`src/rtl/nand_seq_pkg.sv`:
```
package nand_seq_pkg;

    localparam int BIT_GO     = 31;
    localparam int BIT_AEN    = 30;
    localparam int BIT_AN_HI  = 29;
    localparam int BIT_AN_LO  = 27;
    localparam int BIT_RD     = 26;
    localparam int BIT_WR     = 25;
    localparam int BIT_CS     = 19;
    localparam int BIT_C2EN   = 8;
    localparam int IRQ_CMD    = 31;
    localparam int IRQ_DATA   = 28;

    typedef enum logic [1:0] {
        BUS_CMD,
        BUS_ADDR,
        BUS_WDATA,
        BUS_RDATA
    } bus_kind_e;

    typedef enum logic [2:0] {
        SQ_IDLE,
        SQ_CMD1,
        SQ_ADDR,
        SQ_WDATA,
        SQ_CMD2,
        SQ_TWB,
        SQ_WAITRB,
        SQ_RDATA
    } seq_state_e;

    typedef struct packed {
        logic       chip;
        logic       rd;
        logic       wr;
        logic       addr_en;
        logic [2:0] addr_n;
        logic [7:0] op1;
        logic       c2_en;
        logic [7:0] op2;
    } op_t;

    function automatic op_t decode_op(input logic [31:0] w1, input logic [31:0] w2);
        op_t o;
        o.chip    = w1[BIT_CS];
        o.rd      = w1[BIT_RD];
        o.wr      = w1[BIT_WR] & ~w1[BIT_RD];
        o.addr_en = w1[BIT_AEN];
        o.addr_n  = w1[BIT_AN_HI:BIT_AN_LO];
        o.op1     = w1[7:0];
        o.c2_en   = w2[BIT_C2EN];
        o.op2     = w2[7:0];
        return o;
    endfunction

endpackage

```
`src/rtl/nand_bus_phy.sv`:
```
module nand_bus_phy
    import nand_seq_pkg::*;
#(
    parameter int LO_CYC = 2,
    parameter int HI_CYC = 1
) (
    input  logic       clk,
    input  logic       rst,
    input  logic       start,
    input  bus_kind_e  kind,
    input  logic [7:0] byte_in,
    input  logic [7:0] dq_in,
    output logic       cle,
    output logic       ale,
    output logic       we_n,
    output logic       re_n,
    output logic       dq_oe,
    output logic [7:0] dq_out,
    output logic       done,
    output logic       rd_push,
    output logic [7:0] rd_byte
);
    localparam int MAXC = (LO_CYC > HI_CYC) ? LO_CYC : HI_CYC;
    localparam int CW   = $clog2(MAXC + 1);

    typedef enum logic [1:0] {PH_IDLE, PH_LOW, PH_HIGH} ph_e;

    ph_e        ph;
    bus_kind_e  k;
    logic [7:0] b;
    logic [CW-1:0] cnt;
    logic lo_last, hi_last, active;

    assign lo_last = (ph == PH_LOW)  && (cnt == CW'(LO_CYC - 1));
    assign hi_last = (ph == PH_HIGH) && (cnt == CW'(HI_CYC - 1));
    assign active  = (ph != PH_IDLE);

    always_ff @(posedge clk) begin
        if (rst) begin
            ph  <= PH_IDLE;
            cnt <= '0;
            k   <= BUS_CMD;
            b   <= '0;
        end else begin
            unique case (ph)
                PH_IDLE: if (start) begin
                    ph  <= PH_LOW;
                    cnt <= '0;
                    k   <= kind;
                    b   <= byte_in;
                end
                PH_LOW: if (lo_last) begin
                    ph  <= PH_HIGH;
                    cnt <= '0;
                end else begin
                    cnt <= cnt + 1'b1;
                end
                PH_HIGH: if (hi_last) begin
                    ph  <= PH_IDLE;
                    cnt <= '0;
                end else begin
                    cnt <= cnt + 1'b1;
                end
                default: ph <= PH_IDLE;
            endcase
        end
    end

    always_comb begin
        cle     = active && (k == BUS_CMD);
        ale     = active && (k == BUS_ADDR);
        dq_oe   = active && (k != BUS_RDATA);
        we_n    = !((ph == PH_LOW) && (k != BUS_RDATA));
        re_n    = !((ph == PH_LOW) && (k == BUS_RDATA));
        dq_out  = b;
        done    = hi_last;
        rd_push = lo_last && (k == BUS_RDATA);
        rd_byte = dq_in;
    end

endmodule

```
`src/rtl/nand_seq_ctrl.sv`:
```
module nand_seq_ctrl
    import nand_seq_pkg::*;
#(
    parameter int LEN_W   = 16,
    parameter int A1_W    = 16,
    parameter int A2_W    = 24,
    parameter int TWB_CYC = 4
) (
    input  logic             clk,
    input  logic             rst,
    input  logic             cmd_wr,
    input  logic [31:0]      cmd_word,
    input  logic [31:0]      cmd2_word,
    input  logic [A1_W-1:0]  addr1,
    input  logic [A2_W-1:0]  addr2,
    input  logic [LEN_W-1:0] data_len,
    input  logic             nand_rb,
    input  logic             txf_empty,
    input  logic [7:0]       txf_data,
    output logic             txf_pop,
    input  logic             rxf_full,
    input  logic             phy_done,
    output logic             phy_start,
    output bus_kind_e        phy_kind,
    output logic [7:0]       phy_byte,
    output logic [1:0]       ce_n,
    output logic             set_cmd,
    output logic             set_data
);
    localparam int AW = A1_W + A2_W;
    localparam int TW = $clog2(TWB_CYC + 1);

    seq_state_e       st;
    op_t              op;
    logic [AW-1:0]    areg;
    logic [LEN_W-1:0] len_q;
    logic [LEN_W-1:0] bcnt;
    logic [2:0]       acnt;
    logic [TW-1:0]    tcnt;
    logic             inflight;
    logic             can_go;
    logic             data_end;
    seq_state_e       after_addr;
    seq_state_e       after_data;

    always_comb begin
        after_data = op.c2_en ? SQ_CMD2 : SQ_TWB;
        after_addr = op.wr ? SQ_WDATA : after_data;
        can_go     = 1'b0;
        phy_kind   = BUS_CMD;
        phy_byte   = op.op1;
        unique case (st)
            SQ_CMD1: can_go = 1'b1;
            SQ_ADDR: begin
                can_go   = 1'b1;
                phy_kind = BUS_ADDR;
                phy_byte = 8'(areg >> {acnt, 3'b000});
            end
            SQ_WDATA: begin
                can_go   = (bcnt != len_q) && !txf_empty;
                phy_kind = BUS_WDATA;
                phy_byte = txf_data;
            end
            SQ_CMD2: begin
                can_go   = 1'b1;
                phy_byte = op.op2;
            end
            SQ_RDATA: begin
                can_go   = (bcnt != len_q) && !rxf_full;
                phy_kind = BUS_RDATA;
                phy_byte = 8'h00;
            end
            default: can_go = 1'b0;
        endcase
    end

    assign phy_start = can_go && !inflight;
    assign txf_pop   = phy_start && (st == SQ_WDATA);
    assign data_end  = ((st == SQ_WDATA) || (st == SQ_RDATA)) && !inflight && (bcnt == len_q);
    assign set_data  = data_end;
    assign set_cmd   = (st == SQ_WAITRB) && nand_rb;
    assign ce_n      = (st == SQ_IDLE) ? 2'b11 : (op.chip ? 2'b01 : 2'b10);

    always_ff @(posedge clk) begin
        if (rst) begin
            st       <= SQ_IDLE;
            op       <= '0;
            areg     <= '0;
            len_q    <= '0;
            bcnt     <= '0;
            acnt     <= '0;
            tcnt     <= '0;
            inflight <= 1'b0;
        end else begin
            if (phy_start)
                inflight <= 1'b1;
            else if (phy_done)
                inflight <= 1'b0;

            if (st != SQ_TWB)
                tcnt <= '0;

            unique case (st)
                SQ_IDLE: if (cmd_wr && cmd_word[BIT_GO]) begin
                    op    <= decode_op(cmd_word, cmd2_word);
                    areg  <= {addr2, addr1};
                    len_q <= data_len;
                    bcnt  <= '0;
                    acnt  <= '0;
                    st    <= SQ_CMD1;
                end
                SQ_CMD1: if (phy_done)
                    st <= op.addr_en ? SQ_ADDR : after_addr;
                SQ_ADDR: if (phy_done) begin
                    if (acnt == op.addr_n)
                        st <= after_addr;
                    else
                        acnt <= acnt + 1'b1;
                end
                SQ_WDATA: begin
                    if (phy_done)
                        bcnt <= bcnt + 1'b1;
                    if (data_end)
                        st <= after_data;
                end
                SQ_CMD2: if (phy_done)
                    st <= SQ_TWB;
                SQ_TWB: begin
                    if (tcnt == TW'(TWB_CYC - 1))
                        st <= SQ_WAITRB;
                    else
                        tcnt <= tcnt + 1'b1;
                end
                SQ_WAITRB: if (nand_rb) begin
                    bcnt <= '0;
                    st   <= op.rd ? SQ_RDATA : SQ_IDLE;
                end
                SQ_RDATA: begin
                    if (phy_done)
                        bcnt <= bcnt + 1'b1;
                    if (data_end)
                        st <= SQ_IDLE;
                end
                default: st <= SQ_IDLE;
            endcase
        end
    end

endmodule

```
`src/rtl/nand_irq_stat.sv`:
```
module nand_irq_stat
    import nand_seq_pkg::*;
(
    input  logic        clk,
    input  logic        rst,
    input  logic        set_cmd,
    input  logic        set_data,
    input  logic        wr,
    input  logic [31:0] wdata,
    output logic [31:0] status
);
    logic cmd_b, data_b;

    always_ff @(posedge clk) begin
        if (rst) begin
            cmd_b  <= 1'b0;
            data_b <= 1'b0;
        end else begin
            cmd_b  <= set_cmd  | (cmd_b  & ~(wr & wdata[IRQ_CMD]));
            data_b <= set_data | (data_b & ~(wr & wdata[IRQ_DATA]));
        end
    end

    always_comb begin
        status           = '0;
        status[IRQ_CMD]  = cmd_b;
        status[IRQ_DATA] = data_b;
    end

endmodule

```
`src/rtl/nand_cmd_seq.sv`:
```
module nand_cmd_seq
    import nand_seq_pkg::*;
#(
    parameter int LEN_W   = 16,
    parameter int A1_W    = 16,
    parameter int A2_W    = 24,
    parameter int TWB_CYC = 4,
    parameter int STB_LO  = 2,
    parameter int STB_HI  = 1
) (
    input  logic             clk,
    input  logic             rst,
    input  logic             cmd_wr,
    input  logic [31:0]      cmd_word,
    input  logic [31:0]      cmd2_word,
    input  logic [A1_W-1:0]  addr1,
    input  logic [A2_W-1:0]  addr2,
    input  logic [LEN_W-1:0] data_len,
    input  logic             irq_wr,
    input  logic [31:0]      irq_wdata,
    output logic [31:0]      irq_status,
    output logic             nand_cle,
    output logic             nand_ale,
    output logic             nand_we_n,
    output logic             nand_re_n,
    output logic [1:0]       nand_ce_n,
    output logic [7:0]       nand_dq_out,
    output logic             nand_dq_oe,
    input  logic [7:0]       nand_dq_in,
    input  logic             nand_rb,
    input  logic [7:0]       txf_data,
    input  logic             txf_empty,
    output logic             txf_pop,
    output logic [7:0]       rxf_data,
    input  logic             rxf_full,
    output logic             rxf_push
);
    logic       phy_start, phy_done;
    bus_kind_e  phy_kind;
    logic [7:0] phy_byte;
    logic       set_cmd_w, set_data_w;

    nand_seq_ctrl #(
        .LEN_W(LEN_W), .A1_W(A1_W), .A2_W(A2_W), .TWB_CYC(TWB_CYC)
    ) u_ctrl (
        .clk(clk), .rst(rst), .cmd_wr(cmd_wr), .cmd_word(cmd_word),
        .cmd2_word(cmd2_word), .addr1(addr1), .addr2(addr2), .data_len(data_len),
        .nand_rb(nand_rb), .txf_empty(txf_empty), .txf_data(txf_data),
        .txf_pop(txf_pop), .rxf_full(rxf_full), .phy_done(phy_done),
        .phy_start(phy_start), .phy_kind(phy_kind), .phy_byte(phy_byte),
        .ce_n(nand_ce_n), .set_cmd(set_cmd_w), .set_data(set_data_w)
    );

    nand_bus_phy #(
        .LO_CYC(STB_LO), .HI_CYC(STB_HI)
    ) u_phy (
        .clk(clk), .rst(rst), .start(phy_start), .kind(phy_kind),
        .byte_in(phy_byte), .dq_in(nand_dq_in), .cle(nand_cle), .ale(nand_ale),
        .we_n(nand_we_n), .re_n(nand_re_n), .dq_oe(nand_dq_oe),
        .dq_out(nand_dq_out), .done(phy_done), .rd_push(rxf_push),
        .rd_byte(rxf_data)
    );

    nand_irq_stat u_irq (
        .clk(clk), .rst(rst), .set_cmd(set_cmd_w), .set_data(set_data_w),
        .wr(irq_wr), .wdata(irq_wdata), .status(irq_status)
    );

endmodule

```
`config.mk`:
```
export PLATFORM = sky130hd
export DESIGN_NAME = nand_cmd_seq
export DESIGN_NICKNAME = d
export VERILOG_FILES = /design/src/rtl/nand_seq_pkg.sv /design/src/rtl/nand_bus_phy.sv /design/src/rtl/nand_seq_ctrl.sv /design/src/rtl/nand_irq_stat.sv /design/src/rtl/nand_cmd_seq.sv
export SDC_FILE = /design/constraint.sdc
export NUM_CORES = 1
export LEC_CHECK = 0
export ABC_AREA = 1
export BUFFER_PORTS_ARGS = -buffer_cell sky130_fd_sc_hd__buf_2
export CAP_MARGIN = 20
export CORE_ASPECT_RATIO = 1.5
export CORE_MARGIN = 2
export CORE_UTILIZATION = 50
export CTS_CLUSTER_SIZE = 40
export DETAILED_ROUTE_END_ITERATION = 16
export HOLD_SLACK_MARGIN = 0.08
export PLACE_DENSITY = 0.79
export SYNTH_ARGS = -nofsm -noshare
export SYNTH_HDL_FRONTEND = slang
export SYNTH_SLANG_ARGS = --single-unit
```
`constraint.sdc`:
```
create_clock -name clk -period 2.09 [get_ports clk]
set_clock_uncertainty 0.15 [all_clocks]
set_input_delay 0.627 -clock clk [delete_from_list [all_inputs] [get_ports clk]]
set_output_delay 0.627 -clock clk [all_outputs]
set_load 0.02 [all_outputs]
```
# Word-level counts from Yosys, hierarchy flattened
# Index checks and enable logic that the tools add are counted.
[classes] n_addsub=4 eq_ne=32 shift=1 muxes=40 bitwise=10 n_reduce_logical=40
[op_table] cell="2-to-1 mux 3 bit" count=18
[op_table] cell="2-to-1 mux 16 bit" count=3
[op_table] cell="case mux 16 bit (3 select lines)" count=1
[op_table] cell="right shift 40 x 6 -> 8 bit" count=1
[op_table] cell="case mux 8 bit (4 select lines)" count=1
[op_table] cell="case mux 3 bit (8 select lines)" count=1
[op_table] cell="inequality test 2 bit, second input constant" count=9
[op_table] cell="case mux 2 bit (3 select lines)" count=3
[op_table] cell="adder 16 x 1 -> 16 bit, second input constant" count=1
[op_table] cell="== test 16 bit" count=1
[op_table] cell="logical AND 1 bit" count=16
[op_table] cell="2-to-1 mux 2 bit" count=8
[op_table] cell="inequality test 16 bit" count=1
[op_table] cell="== test 3 bit, second input constant" count=4
[op_table] cell="inequality test 2 x 1 -> 1 bit, second input constant" count=6
[op_table] cell="== test 3 x 2 -> 1 bit, second input constant" count=3
[op_table] cell="AND reduction 9 bit" count=1
[op_table] cell="AND reduction 4 bit" count=2
[op_table] cell="adder 3 x 1 -> 3 bit, second input constant" count=2
[op_table] cell="== test 2 x 1 -> 1 bit, second input constant" count=3
[op_table] cell="zero test 2 bit" count=3
[op_table] cell="case mux 3 bit (2 select lines)" count=1
[op_table] cell="AND reduction 2 bit" count=3
[op_table] cell="nonzero test 2 bit" count=3
[op_table] cell="other kinds (17)" count=32
[totals] reg_bits=122 in_bits=175 output_inout_bits=57 elab_cells=148

# Depth between registers and ports, before layout
[logic_depth] word_depth=6 depth_mapped=14 depth_no_buf=14

# By module
# Synthesis repeated with hierarchy kept, for this count alone.
[hier_totals] cells_unflattened=910 hier_area_um2=6170.9
[modules_own_cells] mod="nand_seq_ctrl" instances=1 cells_each=762 area_each_um2=5109.9 seq_area_each_um2=2122.0
[modules_own_cells] mod="nand_bus_phy" instances=1 cells_each=105 area_each_um2=737.0 seq_area_each_um2=280.3
[modules_own_cells] mod="nand_irq_stat" instances=1 cells_each=43 area_each_um2=324.1 seq_area_each_um2=40.0

# Least setup slack after synthesis
# Ideal clock, no wire load.
[synth_path] path_kind="reg2out" startpoint="register u_ctrl.st[1]" endpoint="output port txf_pop" arrival_ns=1.393 required_time_ns=1.313 setup_slack_ns=-0.080 path_stages_with_launch=10 path_buffers=1 path_cell_list="dfxtp_1 > nand2_1 > inv_1 > buf_6 > nand2_2 > o22ai_2 > nand2_1 > nand2_2 > nand2_1 > nor2_1"
[synth_via] elab_chain_len=5 word_cells_on_any_way=9 cone_classes="5 x eq/ne; 1 x mux; 3 x reduce/logical"
[synth_rtl] element="from (decl)" line_no="nand_seq_ctrl.sv:33" rtl="seq_state_e st;"
[synth_rtl] element="from (signal assigned)" line_no="nand_seq_ctrl.sv:113" rtl="st <= op.addr_en ? SQ_ADDR : after_addr;"
[synth_rtl] element="from (signal assigned)" line_no="nand_seq_ctrl.sv:116" rtl="st <= after_addr;"
[synth_rtl] element="from (signal assigned)" line_no="nand_seq_ctrl.sv:124" rtl="st <= after_data;"
[synth_rtl] element="== test 3 x 1 -> 1 bit (tied with other cells)" line_no="nand_seq_ctrl.sv:52" rtl="unique case (st)"
[synth_rtl] element="OR reduction 3 bit (no line)"
[synth_rtl] element="case mux 1 bit (3 select lines)" line_no="nand_seq_ctrl.sv:52"
[synth_rtl] element="logical AND 1 bit" line_no="nand_seq_ctrl.sv:77" rtl="assign phy_start = can_go && !inflight;"
[synth_rtl] element="logical AND 1 bit (*)" line_no="nand_seq_ctrl.sv:78" rtl="assign txf_pop = phy_start && (st == SQ_WDATA);"
[synth_rtl] element="to (decl)" line_no="nand_cmd_seq.sv:33" rtl="output logic txf_pop,"
# Every way passes the cells marked *; elsewhere a longest branch is shown, timed or not.

# Worst setup path in the final report
# Same ends and word-level chain as after synthesis.

==> flow_metrics.py <==
metrics = {
    "outcome": {
        "violations": "setup timing",
        "status": "finished, violations left",
    },
    "pwr": {
        "swShare": 0.382,
        "p_switching_mw": 3.98,
        "power.leakage_nw": 3.73,
        "power-per-cell-area_nw_per_um2": 1280,
        "seq_power_share": 0.299,
        "p_clk_frac": 0.292,
        "internal_power_mw": 6.43,
        "ir_worst_vdd_v": 0.000826,
        "finalPower_mw": 10.4,
        "p_comb_frac": 0.410,
    },
    "detailed_routing": {
        "drt_iter0_drc": 396,
        "routed_wl_mm": 18.0,
        "drc_errors": 0,
        "ant_nets": 0,
        "dr.pass1.iters": 5,
        "highest_layer": "met4",
        "route.met3.wl_um": 877,
        "avgRoutedWirePerCell_um": 14.5,
        "via_per_inst": 5.22,
        "vias": 6489,
        "wl_met1_mm": 6.66,
        "route.met2.wl_mm": 9.61,
    },
    "worst_setup_path": {
        "worstRegToRegCells": 17,
        "crit_required_ns": 1.31,
        "r2r_start": "u_ctrl.bcnt[4]$_SDFFE_PP0P_",
        "end_kind": "primary output",
        "r2r_end": "u_phy.dq_out[3]$_SDFFE_PP0P_",
        "crit_path_start_kind": "flop",
        "cp_slowest_cell": "dfxtp_2",
        "cpMostUsedCell": "inv_1",
        "critPathLaunch": "u_ctrl.st[1]$_SDFFE_PP0P_",
        "worst-path-max-fanout": 5,
        "cp_slowest_stage_delay_ns": 0.38,
        "path_cells": "buf_4 -> nand2_1 -> nor2_2 -> inv_1 -> nand3_1 -> inv_1 -> nand2_2 -> nand2_4 -> nor2_4 -> buf_6",
        "worstPathArrival_ns": 1.74,
        "r2r_setup_slack_ns": -0.06,
        "critPathKind": "reg -> out",
    },
    "timing": {
        "layout_min_cycle_time_ns": 2.51,
        "finalWorstSetupSlack_ns": -0.424,
        "setup_viol": 9,
        "max-slew-margin-rel": 0.649,
        "hold_viol_final": 0,
        "fmax_mhz": 398,
        "fin_crit_sh": 1.20,
        "worst_pin_slew_ns": 0.521,
        "grt_setup_unrepaired": "true",
        "slew_viol_final": 0,
    },
    "hold_path": {
        "hold_class": "in -> reg",
        "whs_path_depth": 3,
        "hold_path_end": "u_ctrl.areg[25]$_SDFFE_PP0P_",
        "hp-start": "addr2[9]",
    },
    "synthesis": {
        "synth-simple-area-share": 0.254,
        "synth_top_family_by_area": "simple AND/OR/NAND/NOR gates",
        "synth_area_um2": 6220,
        "post_synth.cell_area_avg_um2": 6.84,
        "yosys.area.top_type": "dfxtp_1",
        "synthAdderAreaFrac": 0.0201,
        "async_reset_ff_frac": 0,
        "seq_area_frac_synth": 0.393,
        "yosysWarnings": 0,
        "ys_ff_latch": 122,
        "netlist_instances": 909,
        "synth_top_area_frac": 0.393,
        "synth_top_cells_by_area": "dfxtp_1 39%, nand2_1 9.2%, o21ai_0 9.1%",
        "synth-xor-area-share": 0.00704,
        "synth_enable_flop_cells": 0,
        "synthMuxAreaShare": 0.00181,
        "synth-main-ff-cell": "dfxtp_1",
        "synth_compound_area_frac": 0.185,
        "synth.distinct_cells": 40,
    },
    "die": {
        "initial_utilization": 0.515,
        "num_rows": 49,
        "die_area_um2": 13400,
        "die_h_um": 141,
        "core_um2": 12100,
        "die_w_um": 95.1,
        "ios": 232,
    },
    "global_routing": {
        "overflow": 0,
        "grt_usage": 0.265,
        "grt_max_degree": 44,
        "grt_pass1_wl_mm": 27.8,
        "antenna_found_initial": 0,
        "first_global_vias": 6202,
    },
    "placement": {
        "gp_congestion": 0.978,
        "port-buffer-count": 116,
        "hpwl_mm": 12.6,
    },
    "layout": {
        "nFillCells": 1051,
        "final_common_cell": "nand2_1",
        "layout_common_cells": "137 x nand2_1, 128 x nor2_1, 110 x o21ai_0",
        "fin_nets": 1263,
        "fin_util": 0.676,
        "diodes": 0,
        "drive_gt1_frac": 0.302,
        "area_delta_synth_final_pct": 31.3,
    },
    "cts": {
        "path_clk_slew_ns": 0.06,
        "root_buffer": "clkbuf_16",
        "clock_sinks": 122,
        "cts-htree-levels": 4,
        "cts_tree": "done",
        "cts_buffers": 17,
        "clock_path_buffers": 2,
        "clk_latency_ns": 0.42,
    },
    "job": {
        "drv_cap": 0,
    },
}
metal layers:
layer,global-route usage,vias up
met5,0,-
li1,-,3212
met1,0.277,2979
met4,0.148,0
met3,0.0449,74
met2,0.488,224
metrics by stage:
| stage | hold slack, ns | setup WS, ns | cells | setup TNS (ns) | area, µm² |
|---|---|---|---|---|---|
| after floorplan | 0.269 | 0.00313 | 938 | 0 | 6330 |
| final | 0.278 | -0.424 | 1244 | -0.922 | 8160 |
| after CTS | 0.272 | -0.407 | 1234 | -0.664 | 7920 |
| after detailed placement | 0.286 | -0.0771 | 1195 | -0.0907 | 7150 |
| after global routing | 0.291 | -0.560 | 1244 | -2.65 | 8160 |
| after global placement | 0.278 | -0.0683 | 1195 | -0.0683 | 7150 |
state kept, by name (all words and copies together), names as in the netlist, 2 cells and up:
signal,flops
u_ctrl.tcnt,3
u_phy.k,2
u_phy.cnt,2
u_phy.ph,2
u_ctrl.len_q,16
u_phy.dq_out,8
u_ctrl.bcnt,16
u_ctrl.acnt,3
u_ctrl.st,3
u_ctrl.areg,40
u_ctrl.op,24
repair_timing:
| item | 4_1_cts | 5_1_grt |
|---|---|---|
| pin swaps | 9 | 23 |
| hold buffers | 0 | 0 |
| setup endpoints to repair | 9 | 49 |
| resized for setup | 42 | 68 |
| hold endpoints to repair | 0 | 0 |
| buffers inserted | 7 | 10 |
Yosys cell counts, types with 5 or more instances:
cell type / instances
inv_2: 5
nand2_1: 153
buf_2: 6
nand3_1: 44
a21oi_1: 91
dfxtp_1: 122
clkbuf_1: 27
ha_1: 10
inv_1: 94
nor3_1: 6
buf_4: 41
o21ai_0: 113
nand4_1: 10
nor2_1: 135
worst max path at each step:
stage          slack [ns]      end
3_3_place_gp        -0.07  txf_pop
3_5_place_dp        -0.08  txf_pop
4_1_cts             -0.41  txf_pop
2_1_floorplan       0.003  txf_pop
6_report            -0.42  txf_pop
5_1_grt             -0.56  txf_pop
final cells by class:
cell class | instances | area [µm²] | share of cell area
clock buffers | 19 | 443 | 0.0543
clock inverters | 13 | 168 | 0.0205
inverters | 100 | 389 | 0.0477
multi-input cells | 637 | 3200 | 0.392
flip-flops and latches | 122 | 2480 | 0.304
well taps | 153 | 191 | 0.0234
repair buffers | 200 | 1290 | 0.158
power groups by stage:
stage / sequential (mW) / clock [mW] / combinational [mW]
3_3_place_gp: 3.09 / 0 / 3.50
6_report: 3.11 / 3.04 / 4.27
4_1_cts: 3.08 / 3.04 / 3.81
2_1_floorplan: 3.13 / 0 / 2.38
5_1_grt: 3.15 / 3.18 / 4.70
3_5_place_dp: 3.10 / 0 / 3.57
cell families after synthesis:
logic type	Yosys count
buf+inv	179
fa+ha+maj	10
xor+xnor	5
simple gates	371
other cells	1
compound gates	220
flops	122
mux	1
critical path: cells and delay by family (launching register included):
family	cells	cell delay (ns)
DFF	1	0.38
buffers and inverters	4	0.40
and+or+nand+nor	6	0.54
Note: power is estimated with default switching activity, not from simulation.
